File: src/rtl/scp_pkg.sv
package scp_pkg;

  // nibble width drives the whole odd-multiple scheme
  localparam int unsigned NIB_W    = 4;
  localparam int unsigned NUM_BASE = 1 << (NIB_W - 2);
  localparam int unsigned SEL_W    = NIB_W - 2;
  localparam int unsigned SHF_W    = $clog2(NIB_W);

  // decoded read control: which base word, how far to shift, sign, zero
  typedef struct packed {
    logic             zero;
    logic             neg;
    logic [SEL_W-1:0] sel;
    logic [SHF_W-1:0] shift;
  } scp_ctl_t;

endpackage

File: src/rtl/scp_decode.sv
module scp_decode
  import scp_pkg::*;
(
  input  logic [NIB_W-1:0] addr_i,
  output scp_ctl_t         ctl_o
);

  logic [NIB_W-1:0] mag;
  logic [SHF_W-1:0] tz;

  // magnitude of the signed nibble; the most negative value maps to 2^(NIB_W-1)
  always_comb begin
    if (addr_i[NIB_W-1]) begin
      mag = ~addr_i + 1'b1;
    end else begin
      mag = addr_i;
    end
  end

  // lowest set bit of the magnitude gives the shift count
  always_comb begin
    tz = '0;
    for (int i = NIB_W - 1; i >= 0; i--) begin
      if (mag[i]) begin
        tz = SHF_W'(i);
      end
    end
  end

  always_comb begin
    ctl_o.zero  = (mag == '0);
    ctl_o.neg   = addr_i[NIB_W-1];
    ctl_o.shift = tz;
    // odd part is (mag >> tz); its upper bits index the odd-multiple bank
    ctl_o.sel   = SEL_W'(mag >> (tz + 1'b1));
  end

endmodule

File: src/rtl/scp_base_bank.sv
module scp_base_bank
  import scp_pkg::*;
#(
  parameter int unsigned COEF_W = 16,
  localparam int unsigned BASE_W = COEF_W + NIB_W - 1
) (
  input  logic                             clk_i,
  input  logic                             rst_ni,
  input  logic                             load_i,
  input  logic [COEF_W-1:0]                coef_i,
  output logic [NUM_BASE-1:0][BASE_W-1:0]  words_o,
  output logic                             pend_o
);

  logic [COEF_W-1:0]               coef_q, coef_d;
  logic                            pend_q, pend_d;
  logic [NUM_BASE-1:0][BASE_W-1:0] words_q, words_d;
  logic [NUM_BASE-1:0][BASE_W-1:0] calc;
  logic signed [BASE_W-1:0]        coef_ext;

  assign coef_ext = {{(NIB_W-1){coef_q[COEF_W-1]}}, coef_q};

  // odd multiples (2i+1)*h, one per base word
  for (genvar gi = 0; gi < NUM_BASE; gi++) begin : g_odd
    localparam logic signed [BASE_W-1:0] ODD_K = BASE_W'(2 * gi + 1);
    logic signed [BASE_W-1:0] mult;
    assign mult     = coef_ext * ODD_K;
    assign calc[gi] = mult;
  end

  // next state: coefficient on load, bank one edge later
  always_comb begin
    coef_d  = coef_q;
    pend_d  = 1'b0;
    words_d = words_q;
    if (load_i) begin
      coef_d = coef_i;
      pend_d = 1'b1;
    end
    if (pend_q) begin
      words_d = calc;
    end
  end

  always_ff @(posedge clk_i or negedge rst_ni) begin
    if (!rst_ni) begin
      coef_q  <= '0;
      pend_q  <= 1'b0;
      words_q <= '0;
    end else begin
      coef_q  <= coef_d;
      pend_q  <= pend_d;
      words_q <= words_d;
    end
  end

  assign words_o = words_q;
  assign pend_o  = pend_q;

  AST_PEND_CLEARS: assert property (@(posedge clk_i) disable iff (!rst_ni)
    (pend_q && !load_i) |=> !pend_q);

  AST_PEND_SETS: assert property (@(posedge clk_i) disable iff (!rst_ni)
    load_i |=> pend_q);

endmodule

File: src/rtl/scp_shift_neg.sv
module scp_shift_neg
  import scp_pkg::*;
#(
  parameter int unsigned COEF_W = 16,
  localparam int unsigned BASE_W = COEF_W + NIB_W - 1,
  localparam int unsigned PROD_W = COEF_W + NIB_W
) (
  input  logic [NUM_BASE-1:0][BASE_W-1:0] words_i,
  input  scp_ctl_t                        ctl_i,
  output logic [PROD_W-1:0]               prod_o
);

  logic [BASE_W-1:0]        word;
  logic signed [PROD_W-1:0] ext;
  logic signed [PROD_W-1:0] shifted;

  always_comb begin
    word    = words_i[ctl_i.sel];
    ext     = {word[BASE_W-1], word};
    shifted = ext <<< ctl_i.shift;
    if (ctl_i.zero) begin
      prod_o = '0;
    end else if (ctl_i.neg) begin
      prod_o = -shifted;
    end else begin
      prod_o = shifted;
    end
  end

endmodule

File: src/rtl/scp_prodgen.sv
module scp_prodgen
  import scp_pkg::*;
#(
  parameter int unsigned COEF_W = 16
) (
  input  logic                    clk_i,
  input  logic                    rst_ni,
  input  logic                    coef_load_i,
  input  logic [COEF_W-1:0]       coef_i,
  input  logic                    sample_i,
  input  logic [NIB_W-1:0]        addr_i,
  output logic [COEF_W+NIB_W-1:0] prod_o,
  output logic                    prod_valid_o
);

  localparam int unsigned BASE_W = COEF_W + NIB_W - 1;
  localparam int unsigned PROD_W = COEF_W + NIB_W;

  // reset: asserted asynchronously, released on the clock
  logic rst_meta_q, rst_sync_nq;
  always_ff @(posedge clk_i or negedge rst_ni) begin
    if (!rst_ni) begin
      rst_meta_q  <= 1'b0;
      rst_sync_nq <= 1'b0;
    end else begin
      rst_meta_q  <= 1'b1;
      rst_sync_nq <= rst_meta_q;
    end
  end

  logic [NUM_BASE-1:0][BASE_W-1:0] words;
  logic                            pend;
  scp_ctl_t                        ctl;
  logic [PROD_W-1:0]               prod_comb;

  scp_base_bank #(.COEF_W(COEF_W)) u_bank (
    .clk_i   (clk_i),
    .rst_ni  (rst_sync_nq),
    .load_i  (coef_load_i),
    .coef_i  (coef_i),
    .words_o (words),
    .pend_o  (pend)
  );

  scp_decode u_dec (
    .addr_i (addr_i),
    .ctl_o  (ctl)
  );

  scp_shift_neg #(.COEF_W(COEF_W)) u_sn (
    .words_i (words),
    .ctl_i   (ctl),
    .prod_o  (prod_comb)
  );

  logic [PROD_W-1:0] prod_q, prod_d;
  logic              vld_q, vld_d;

  always_comb begin
    prod_d = prod_q;
    vld_d  = 1'b0;
    if (sample_i) begin
      prod_d = prod_comb;
      vld_d  = !coef_load_i && !pend;
    end
  end

  always_ff @(posedge clk_i or negedge rst_sync_nq) begin
    if (!rst_sync_nq) begin
      prod_q <= '0;
      vld_q  <= 1'b0;
    end else begin
      prod_q <= prod_d;
      vld_q  <= vld_d;
    end
  end

  assign prod_o       = prod_q;
  assign prod_valid_o = vld_q;

  AST_ZERO_ADDR: assert property (@(posedge clk_i) disable iff (!rst_sync_nq)
    (sample_i && addr_i == '0) |=> (prod_o == '0));

  AST_HOLD_IDLE: assert property (@(posedge clk_i) disable iff (!rst_sync_nq)
    !sample_i |=> ($stable(prod_o) && !prod_valid_o));

  AST_LOAD_SAME_EDGE: assert property (@(posedge clk_i) disable iff (!rst_sync_nq)
    coef_load_i |=> !prod_valid_o);

  AST_LOAD_NEXT_EDGE: assert property (@(posedge clk_i) disable iff (!rst_sync_nq)
    $past(coef_load_i) |=> !prod_valid_o);

endmodule

File: config.mk
export PLATFORM = sky130hd
export DESIGN_NAME = scp_prodgen
export DESIGN_NICKNAME = d
export VERILOG_FILES = /design/src/rtl/scp_pkg.sv /design/src/rtl/scp_decode.sv /design/src/rtl/scp_base_bank.sv /design/src/rtl/scp_shift_neg.sv /design/src/rtl/scp_prodgen.sv
export SDC_FILE = /design/constraint.sdc
export NUM_CORES = 1
export LEC_CHECK = 0
export BUFFER_PORTS_ARGS = -buffer_cell sky130_fd_sc_hd__buf_2
export CAP_MARGIN = 20
export CORE_MARGIN = 2
export CORE_UTILIZATION = 50
export DETAILED_ROUTE_END_ITERATION = 8
export MAX_ROUTING_LAYER = met4
export PLACE_DENSITY_LB_ADDON = 0.12
export SYNTH_ARGS = -nofsm -noshare
export SYNTH_HDL_FRONTEND = slang
export SYNTH_SLANG_ARGS = --single-unit
File: constraint.sdc
create_clock -name clk_i -period 4.2 [get_ports clk_i]
set_input_delay 0.21 -clock clk_i [delete_from_list [all_inputs] [get_ports clk_i]]
set_output_delay 0.21 -clock clk_i [all_outputs]
set_load 0.1 [all_outputs]
==> summary.txt, run 1 <==
Status
  • Run status: completed

Yosys
  • Post-synth ARST share: 1.00
  • Post-synth EDFFs: 0
  • Yosys reg bits: 108
  • Most used flip-flop cell after synthesis: dfrtp_1
  • Post-synthesis sequential area ratio: 0.310
  • Distinct cells, synth: between 90 and 100
  • Post-Syn Area per Cell: 9.49 sq um
  • Post-synthesis cell count: ~900
  • Syn Nets: roughly 1000
  • YS warnings: 0
  • Post-Syn Area: just under 9000 sq um

STA
  • Worst-Margin Slew: 0.956 ns
  • Final setup viols: 0
  • Final min period: 3.98 ns
  • Final hold violation count: 0
  • Skew final: 0.0100 ns
  • Max Slew Vio Count: 0
  • Final worst-path cycle share: 0.947
  • Achievable clock frequency: 252 MHz
  • Max-slew headroom: 0.362

Floorplan
  • Core area: 17200 sq um
  • DIE WIDTH: 136 um
  • Io pins: 45
  • Starting Density: 0.508
  • Die area: around 19000 sq um
  • Site Rows: 48
  • Die H: 136 um

Setup path
  • Register-to-Register Path Depth: 17
  • Longest individual stage delay on the worst path: between 0.4 and 0.5 ns
  • Critical Setup Path Class: reg2reg
  • Critical Path AT: 4.22 ns
  • WP data required: 4.45 ns
  • Crit-path max FO: 6
  • RR Endpoint: u_bank.words_o[75]
  • CP Cell Sequence: buf_4 > ha_1 > inv_1 > fa_1 > inv_1 > ha_1 > a21oi_2 > o21bai_1 > a2111oi_2 > buf_4 > o31ai_1 > o41a_1 > a21o_1 > a21oi_2 > o21bai_1 > xor2_1 > mux2_2
  • CP Buf/Inv Count: 4
  • Crit path launch type: flip-flop
  • Worst reg2reg setup slack: between 0.2 and 0.25 ns
  • Worst path slowest cell: fa_1
  • Reg2reg start: u_bank.coef_q[2]
  • Crit path depth: 17
  • Crit. End Element: flip-flop
  • Largest delay contributor family on the critical path: compound AO/OA/AOI/OAI gates

Power
  • Total power: between 0.005 and 0.006 W
  • Power Density: about 540 nW/um^2
  • Pleak: 4.60 nW
  • Peak VDD IR: approximately 0.31 mV

Route
  • Number of detailed-route iterations in the first pass: 5
  • Remaining antenna violation count after routing: 0
  • DRT iter0 DRCs: 350
  • Remaining DRCs: 0
  • Routed wire length: 20.3 mm
  • Routed vias: slightly below 7000
  • WL/cell: 17.1 um
  • Via-to-Cell Ratio: about 5.7

CTS
  • CTS Sinks: 108
  • H-Tree Level Count: 3
  • Clk Latency, worst-skew pair: 0.36 ns
  • Clock Path Buffers: 2
  • Cts bufs inserted: 9
  • Root buf cell: clkbuf_16
  • Post-CTS Setup Inserts: 0
  • Clock-pin slew on the worst setup and hold paths: 0.08 ns
  • CTS tree: done

Layout
  • Util after Layout: 0.560
  • Nets: 1079
  • Layout cell share with drive strength beyond 1: 0.183
  • Diodes inserted: 0
  • Fillers: about 1600
  • Area delta synth->final: 10.4%

Global route
  • Largest net degree at the start of global routing: between 50 and 60
  • Initial antenna violation count: 0
  • Vias in the first global route: 6749
  • First-pass GRT wire length: 34.1 mm
  • Total gr overflow: 0
  • Gr usage total: 0.240

Hold path
  • Hold Crit Start: coef_i[4]
  • Hold Crit Class: in2reg
  • Hold worst-path end: u_bank.coef_q[4]
  • WHS Path Cells: 3

Placement
  • Gpl congestion: approximately 0.9
  • Hpwl dp: 15.5 mm
  • Port Buffers: 44

Job
  • Number of max-cap violations: 0
how the worst max path moves through the flow:
stage                                 from            endpoint
after floorplan           u_bank.coef_q[2]  u_bank.words_o[75]
after global placement    u_bank.coef_q[1]  u_bank.words_o[75]
after CTS                 u_bank.coef_q[1]  u_bank.words_o[75]
after detailed placement  u_bank.coef_q[1]  u_bank.words_o[75]
after global routing      u_bank.coef_q[2]  u_bank.words_o[75]
final                     u_bank.coef_q[2]  u_bank.words_o[75]
power breakdown:
group	total [W]	switching, W	internal [W]
registers	0.00156	0.000220	0.00134
clock network	0.00103	0.000437	0.000596
logic	0.00262	0.00159	0.00103
sequential cells by signal, summed over array words and instances (netlist names):
signal and count:
prod_o 20, rst_sync_nq 1, rst_meta_q 1, u_bank.pend_o 1, prod_valid_o 1, u_bank.words_o 68
u_bank.coef_q 16
cell type report:
cell class              count  area (sq um)  area share
well taps                 225           282      0.0293
flip-flops and latches    108          2710       0.281
clock inverters             7           130      0.0135
multi-input cells         689          5530       0.575
inverters                  85           319      0.0332
repair buffers             70           430      0.0447
clock buffers               9           225      0.0234
repair_timing:
action | 4_1_cts | 5_1_grt
hold buffers | 1 | 0
gates resized for setup | 2 | 3
endpoints found under the hold margin | 2 | 0
setup endpoints to repair | 2 | 2
pin swaps | 0 | 1
tightest hold or removal path: stages:
cell	delay [ns]
buf_2	0.07
nand2_1	0.04
o21ai_0	0.05
layout by cell type, fill, tap and decap left out, types with 15 or more instances in the layout:
cell type and count:
o21ai_0 43, ha_1 76, xor2_1 15, inv_1 83, fa_1 15, mux2i_1 43
nand2_1 66, xnor2_1 35, buf_2 44, a21oi_1 50, buf_4 24, dfrtp_1 106
mux2_2 58, nor2_1 46, nand3_1 33, a21o_1 18
per-layer routing:
layer | GRT usage | vias to the layer above | share of wire | wire length (um)
li1 | - | 3401 | - | -
met1 | 0.325 | 3313 | 0.48 | 9870
met2 | 0.382 | 97 | 0.47 | 9540
met3 | 0.0235 | 23 | 0.026 | 521
met4 | 0.0752 | 0 | 0.020 | 417
met5 | - | - | 0 | 0
synthesized netlist by cell type (9+ instances only):
cell type / number / area share
a211oi_1: 11 / 0.0095
a21o_1: 18 / 0.016
a21oi_1: 52 / 0.030
a31oi_1: 9 / 0.0065
clkbuf_1: 22 / 0.0095
dfrtp_1: 108 / 0.31
fa_1: 16 / 0.037
ha_1: 76 / 0.11
inv_1: 83 / 0.036
mux2_2: 58 / 0.075
mux2i_1: 43 / 0.049
nand2_1: 66 / 0.028
nand3_1: 33 / 0.019
nor2_1: 46 / 0.020
nor3_1: 13 / 0.0075
o21ai_0: 43 / 0.025
xnor2_1: 35 / 0.035
xor2_1: 15 / 0.015
through the flow:
| step | area [sq um] | setup slack, ns | std cells | hold slack (ns) | TNS [ns] |
|---|---|---|---|---|---|
| 2_1_floorplan | 8720 | 0.185 | 919 | -0.0856 | 0 |
| 3_3_place_gp | 9240 | -0.0471 | 1176 | -0.00412 | -0.0471 |
| 3_5_place_dp | 9240 | -0.0826 | 1176 | -0.000769 | -0.113 |
| 4_1_cts | 9610 | 0.0466 | 1193 | 0.0450 | 0 |
| 5_1_grt | 9620 | -0.00810 | 1193 | 0.0694 | -0.00810 |
| 6_report | 9620 | 0.225 | 1193 | 0.0545 | 0 |
cells by family after synthesis:
kind of cell	Yosys count	share of synthesized area
compound gates	222	0.175
xor+xnor	50	0.0502
fa+ha+maj	92	0.146
buf+inv	122	0.0583
flops	108	0.310
mux	104	0.130
other cells	1	0.000430
simple gates	220	0.130
No activity file was read; power rests on OpenSTA's default activity.
==> inputs of run 2 (changes only) <==
--- a/config.mk
+++ b/config.mk
@@ -9,9 +9,10 @@
 export CAP_MARGIN = 20
 export CORE_MARGIN = 2
 export CORE_UTILIZATION = 50
+export CTS_BUF_LIST = sky130_fd_sc_hd__clkbuf_2 sky130_fd_sc_hd__clkbuf_4 sky130_fd_sc_hd__clkbuf_8
 export DETAILED_ROUTE_END_ITERATION = 8
 export MAX_ROUTING_LAYER = met4
-export PLACE_DENSITY_LB_ADDON = 0.12
+export PLACE_DENSITY = 0.76
 export SYNTH_ARGS = -nofsm -noshare
 export SYNTH_HDL_FRONTEND = slang
 export SYNTH_SLANG_ARGS = --single-unit
==> summary.txt, run 2 (synthesis gave the netlist of run 1 again) <==
STA
  • Max-slew headroom: 0.396 (+0.0339)
  • WHS: 0.0116 ns (-0.0429 ns)
  • Skew final: 0.0129 ns (+0.00282 ns)
  • Final setup viols: 0 (unchanged)
  • Achievable clock frequency: 246 MHz (-2.3%)
  • Worst-Margin Slew: 0.907 ns (-0.0490 ns)
  • Final min period: 4.07 ns (+0.0935 ns)
  • Max Slew Vio Count: 0 (unchanged)
  • Final hold violation count: 0 (unchanged)
  • Final worst-path cycle share: 0.969 (+0.0223)

Power
  • Sw Pwr: 0.00222 W (-1.3%)
  • Sw frac: 0.459 (+0.0283)
  • Pleak: 4.51 nW (-2.0%)
  • Power Density: 511 nW/um^2 (-5.8%)
  • Peak VDD IR: 0.479 mV (+56%)
  • Pint: 0.00261 W (-12%)
  • Combinational Power Share: 0.541 (+0.038)
  • Clock Power Share: 0.136 (-0.062)
  • Sequential power share: 0.324 (+0.024)

Layout
  • Most frequent cells in the layout: 106 x dfrtp_1, 83 x inv_1, 75 x ha_1
  • Layout cell share with drive strength beyond 1: 0.179 (-0.00376)
  • Util after Layout: 0.551 (-0.00962)
  • Fillers: 1561 (-3.7%)
  • Area delta synth->final: 8.48%
  • Finished Layout Cells: 1191 (-0.17%)
  • Diodes inserted: 0 (unchanged)
  • Design area: 9460 sq um (-1.7%)
  • Nets: 1077 (-0.19%)
  • Commonest non-fill, non-tap cell in the layout: dfrtp_1
  • Max reg flops: 68 (unchanged)

Floorplan
  • Die H: 136 um (unchanged)
  • Io pins: 45 (unchanged)
  • Die area: 18500 sq um (unchanged)
  • DIE WIDTH: 136 um (unchanged)
  • Core area: 17200 sq um (unchanged)
  • Site Rows: 48 (unchanged)
  • Starting Density: 0.508 (unchanged)

Setup path
  • Worst setup startpoint: u_bank.coef_q[1]
  • RR Endpoint: u_bank.words_o[75]
  • CP Cell Sequence: ha_1 > inv_1 > fa_1 > inv_1 > fa_1 > a21oi_2 > o21bai_2 > a2111oi_4 > buf_4 > o31ai_1 > o41a_1 > a21o_1 > a21oi_2 > o21bai_1 > xor2_1 > mux2_2
  • Critical Path AT: 4.36 ns (+0.14 ns)
  • CP Capture Point: u_bank.words_o[75]
  • Register-to-Register Path Depth: 16 (-1)
  • Crit path launch type: flip-flop
  • Crit. End Element: flip-flop
  • Worst reg2reg setup slack: 0.13 ns (-0.09 ns)
  • Crit-path max FO: 3 (-3)
  • WP data required: 4.49 ns (+0.04 ns)
  • Critical Setup Path Class: reg2reg
  • Reg2reg start: u_bank.coef_q[1]
  • Longest individual stage delay on the worst path: 0.51 ns (+0.02 ns)
  • Worst path slowest cell: fa_1

Placement
  • Port Buffers: 44 (unchanged)
  • Hpwl dp: 15.2 mm (-1.9%)
  • DP Area: 9190 sq um (-0.54%)
  • # placed instances: 1171 (-0.43%)
  • Gpl congestion: 0.976 (+10%)

CTS
  • Cts bufs inserted: 9 (unchanged)
  • Clock-pin slew on the worst setup and hold paths: 0.11 ns (+0.03 ns)
  • Clk Latency, worst-skew pair: 0.40 ns (+0.04 ns)
  • Root buf cell: clkbuf_8
  • H-Tree Level Count: 3 (unchanged)
  • CTS Sinks: 108 (unchanged)
  • CTS tree: done
  • Clock Path Buffers: 2 (unchanged)
  • Post-CTS Setup Inserts: 0 (unchanged)

Route
  • Remaining antenna violation count after routing: 0 (unchanged)
  • Number of detailed-route iterations in the first pass: 5 (unchanged)
  • WL/cell: 16.8 um (-1.8%)
  • Via-to-Cell Ratio: 5.78 (+0.93%)
  • Routed vias: 6886 (+0.76%)
  • Routed wire length: 20.0 mm (-1.9%)
  • Remaining DRCs: 0 (unchanged)
  • DRT iter0 DRCs: 421 (+20%)

Global route
  • Total gr overflow: 0 (unchanged)
  • Vias in the first global route: 6724 (-0.37%)
  • Initial antenna violation count: 0 (unchanged)
  • First-pass GRT wire length: 33.0 mm (-3.2%)
  • Largest net degree at the start of global routing: 67 (+18%)
  • Gr usage total: 0.233 (-0.00746)

Hold path
  • Hold Crit Class: in2reg

Status
  • Run status: completed

Job
  • Number of max-cap violations: 0 (unchanged)
[run 2: cell types whose count changed in the layout (fill, tap and decap cells not counted), sizes merged]
cell / delta
dlygate4sd3: +3
inv: -1
clkinvlp: +3
bufinv: -3
buf: -5
clkinv: -1
clkbuf: +2
[run 2: how the worst min path moves through the flow]
stage | to | depth (start not counted) | slack [ns] | startpoint
after floorplan | rst_meta_q | 0 | -0.09 | rst_ni
after global placement | rst_meta_q | 1 | -0.005 | rst_ni
after detailed placement | rst_meta_q | 1 | -0.003 | rst_ni
after CTS | u_bank.coef_q[14] | 3 | 0.001 | coef_i[14]
after global routing | u_bank.coef_q[13] | 3 | 0.02 | coef_i[13]
final | u_bank.coef_q[14] | 3 | 0.01 | coef_i[14]
[run 2: cell type report]
class,count,area (sq um),share of cell area
Inverter,85,319,0.0337
Multi-Input combinational cell,689,5540,0.586
Timing Repair Buffer,68,410,0.0434
Clock inverter,5,42.5,0.00450
Tap cell,225,282,0.0298
Clock buffer,11,151,0.0160
Sequential cell,108,2710,0.286
[run 2: repair_timing]
item                                   4_1_cts  5_1_grt
setup endpoints to repair                    1        1
hold buffers                                 4        0
endpoints found under the hold margin        5        0
pin swaps                                    0        1
gates resized for setup                      3        4
[run 2: through the flow]
step	setup TNS, ns	worst slack (ns)	total power [W]
after floorplan	0	0.185	0.00357
after detailed placement	-0.0489	-0.0489	0.00414
after global placement	-0.0326	-0.0326	0.00408
final	0	0.131	0.00483
after CTS	0	0.0326	0.00483
after global routing	-0.0295	-0.0295	0.00518
[run 2: power groups by stage]
stage	clock network (W)	logic, W	registers (W)
finish	0.000656	0.00261	0.00156
floorplan	0	0.00163	0.00195
global route	0.000713	0.00286	0.00161
global placement	0	0.00251	0.00157
detailed placement	0	0.00255	0.00159
CTS	0.000675	0.00259	0.00157
[run 2: routing by layer]
metal / track usage / routed length, um
met5: - / 0
met4: 0.0828 / 612
met3: 0.0313 / 692
met2: 0.381 / 9470
met1: 0.296 / 9180
[run 2: critical path: cells and delay by family (launching register included)]
| family | cells | cell delay, ns |
|---|---|---|
| DFF | 1 | 0.40 |
| adders and majority gates | 3 | 1.28 |
| muxes | 1 | 0.27 |
| xor gates and xnor gates | 1 | 0.14 |
| AOI/OAI and AO/OA | 8 | 1.57 |
| buffers and inverters | 3 | 0.30 |
==> inputs of run 3 (changes only) <==
==> constraint.sdc (replaced) <==
create_clock -name clk_i -period 4.5 [get_ports clk_i]
set_input_delay 0.225 -clock clk_i [delete_from_list [all_inputs] [get_ports clk_i]]
set_output_delay 0.225 -clock clk_i [all_outputs]
set_load 0.1 [all_outputs]
==> summary.txt, run 3 (synthesis gave the netlist of run 1 again) <==
Global route
  • Initial antenna violation count: 0 (unchanged)
  • First-pass GRT wire length: 33.3 mm (+0.86%)
  • Total gr overflow: 0 (unchanged)
  • Largest net degree at the start of global routing: 62 (-7.5%)
  • Vias in the first global route: 6811 (+1.3%)
  • Gr usage total: 0.234 (+0.00123)

Floorplan
  • Starting Density: 0.508 (unchanged)
  • Site Rows: 48 (unchanged)
  • Core area: 17200 sq um (unchanged)
  • Die H: 136 um (unchanged)
  • Io pins: 45 (unchanged)
  • DIE WIDTH: 136 um (unchanged)
  • Die area: 18500 sq um (unchanged)

STA
  • Setup TNS: 0 ns (unchanged)
  • Skew final: 0.0140 ns (+0.00118 ns)
  • Final hold violation count: 0 (unchanged)
  • Max Slew Vio Count: 0 (unchanged)
  • Setup ws final: 0.363 ns (+0.232 ns)
  • Final min period: 4.14 ns (+0.0680 ns)
  • RSZ-0062 raised after global routing: no
  • Achievable clock frequency: 242 MHz (-1.6%)
  • Max-slew headroom: 0.375 (-0.0206)
  • Worst-Margin Slew: 0.936 ns (+0.0292 ns)
  • Final worst-path cycle share: 0.919 (-0.0495)
  • Final setup viols: 0 (unchanged)

Setup path
  • CP Capture Point: u_bank.words_o[75]
  • Crit path launch type: flip-flop
  • Critical Path AT: 4.43 ns (+0.07 ns)
  • WP data required: 4.80 ns (+0.31 ns)
  • Reg2reg start: u_bank.coef_q[1]
  • Register-to-Register Path Depth: 16 (unchanged)
  • Crit. End Element: flip-flop
  • Worst reg2reg setup slack: 0.36 ns (+0.23 ns)
  • RR Endpoint: u_bank.words_o[75]
  • Critical Setup Path Class: reg2reg
  • Crit-path max FO: 5 (+2)
  • Worst setup startpoint: u_bank.coef_q[1]

Placement
  • Place WS: 0.195 ns (+0.243 ns)
  • Hpwl dp: 15.2 mm (+0.35%)
  • DP Area: 9110 sq um (-0.82%)
  • Gpl congestion: 0.967 (-0.87%)
  • Port Buffers: 44 (unchanged)

CTS
  • Clk Latency, worst-skew pair: 0.41 ns (about the same)
  • Clock-pin slew on the worst setup and hold paths: 0.11 ns (about the same)
  • Clock Path Buffers: 2 (unchanged)
  • Post-CTS Setup Inserts: 0 (unchanged)
  • Cts bufs inserted: 9 (unchanged)
  • H-Tree Level Count: 3 (unchanged)
  • CTS tree: done
  • CTS Sinks: 108 (unchanged)
  • Root buf cell: clkbuf_8

Route
  • Routed wire length: 20.0 mm (about the same)
  • Remaining antenna violation count after routing: 0 (unchanged)
  • Remaining DRCs: 0 (unchanged)
  • Routed vias: 6822 (-0.93%)
  • WL/cell: 16.9 um (+1.1%)
  • Number of detailed-route iterations in the first pass: 5 (unchanged)
  • Via-to-Cell Ratio: 5.79 (+0.16%)
  • DRT iter0 DRCs: 443 (+5.2%)

Layout
  • Register area: 2710 sq um (unchanged)
  • Util after Layout: 0.542 (-0.00845)
  • Most frequent cells in the layout: 106 x dfrtp_1, 83 x inv_1, 76 x ha_1
  • Nets: 1064 (-1.2%)
  • Max reg flops: 68 (unchanged)
  • Design area: 9310 sq um (-1.5%)
  • Area occupied by multi-input gates: 5520 sq um (-0.41%)
  • Fillers: 1612 (+3.3%)
  • Diodes inserted: 0 (unchanged)
  • Commonest non-fill, non-tap cell in the layout: dfrtp_1
  • Layout cell share with drive strength beyond 1: 0.168 (-0.0112)
  • Area delta synth->final: 6.82%

Power
  • Pleak: 4.44 nW (-1.6%)
  • Peak VDD IR: 0.304 mV (-36%)
  • Total power: 0.00444 W (-8.1%)
  • Power Density: 477 nW/um^2 (-6.7%)

Hold path
  • Hold Crit Class: in2reg

Job
  • Number of max-cap violations: 0 (unchanged)

Status
  • Run status: completed
-- run 3: cell types whose count changed in the layout (fill, tap and decap cells not counted), moves of 2 or more --
| cell | before | now |
|---|---|---|
| buf_4 | 20 | 10 |
| clkbuf_4 | 0 | 2 |
| clkbuf_8 | 11 | 9 |
| dlygate4sd3_1 | 4 | 1 |
-- run 3: worst min path at each step --
| stage | start | end | slack, ns | cells after the start |
|---|---|---|---|---|
| after floorplan | rst_ni | rst_meta_q | -0.07 | 0 |
| after global placement | rst_ni | rst_meta_q | 0.01 | 1 |
| after detailed placement | rst_ni | rst_meta_q | 0.01 | 1 |
| after CTS | coef_i[5] | u_bank.coef_q[5] | 0.009 | 3 |
| after global routing | coef_i[14] | u_bank.coef_q[14] | 0.03 | 3 |
| final | coef_i[5] | u_bank.coef_q[5] | 0.02 | 3 |
-- run 3: power by group --
part           internal, W  switching [W]
logic             0.000917        0.00148
clock network     0.000216       0.000364
registers          0.00125       0.000213
total              0.00239        0.00205
-- run 3: metal layers --
layer	track usage	wire, um	up-vias
met5	-	0	-
met4	0.0909	588	0
met3	0.0309	688	39
met2	0.381	9510	133
met1	0.296	9180	3295
li1	-	-	3355
-- run 3: area by class of cell --
type,count,area share
Timing Repair Buffer,55,0.0328
Inverter,85,0.0343
Multi-Input combinational cell,689,0.593
Clock buffer,11,0.0149
Sequential cell,108,0.291
Tap cell,225,0.0302
Clock inverter,5,0.00403
-- run 3: critical path, cell delays in order, from the launching register on --
cell	delay, ns
dfrtp_1	0.45
ha_1	0.32
inv_1	0.06
fa_1	0.49
inv_1	0.06
fa_1	0.45
a21oi_1	0.16
o21bai_1	0.14
a2111oi_2	0.40
buf_4	0.17
o31ai_1	0.09
o41a_1	0.35
a21o_1	0.20
a21oi_2	0.17
o21bai_1	0.10
xor2_1	0.14
mux2_2	0.26
-- run 3: timing repair --
action	CTS	global route
gates resized for setup	0	3
endpoints found under the setup margin	0	1
hold endpoints to repair	2	0
hold buffers	1	0
-- run 3: through the flow --
stage / hold slack [ns] / std cells
2_1_floorplan: -0.0706 / 919
3_3_place_gp: 0.0104 / 1161
3_5_place_dp: 0.0107 / 1161
4_1_cts: 0.00931 / 1178
5_1_grt: 0.0298 / 1178
6_report: 0.0201 / 1178
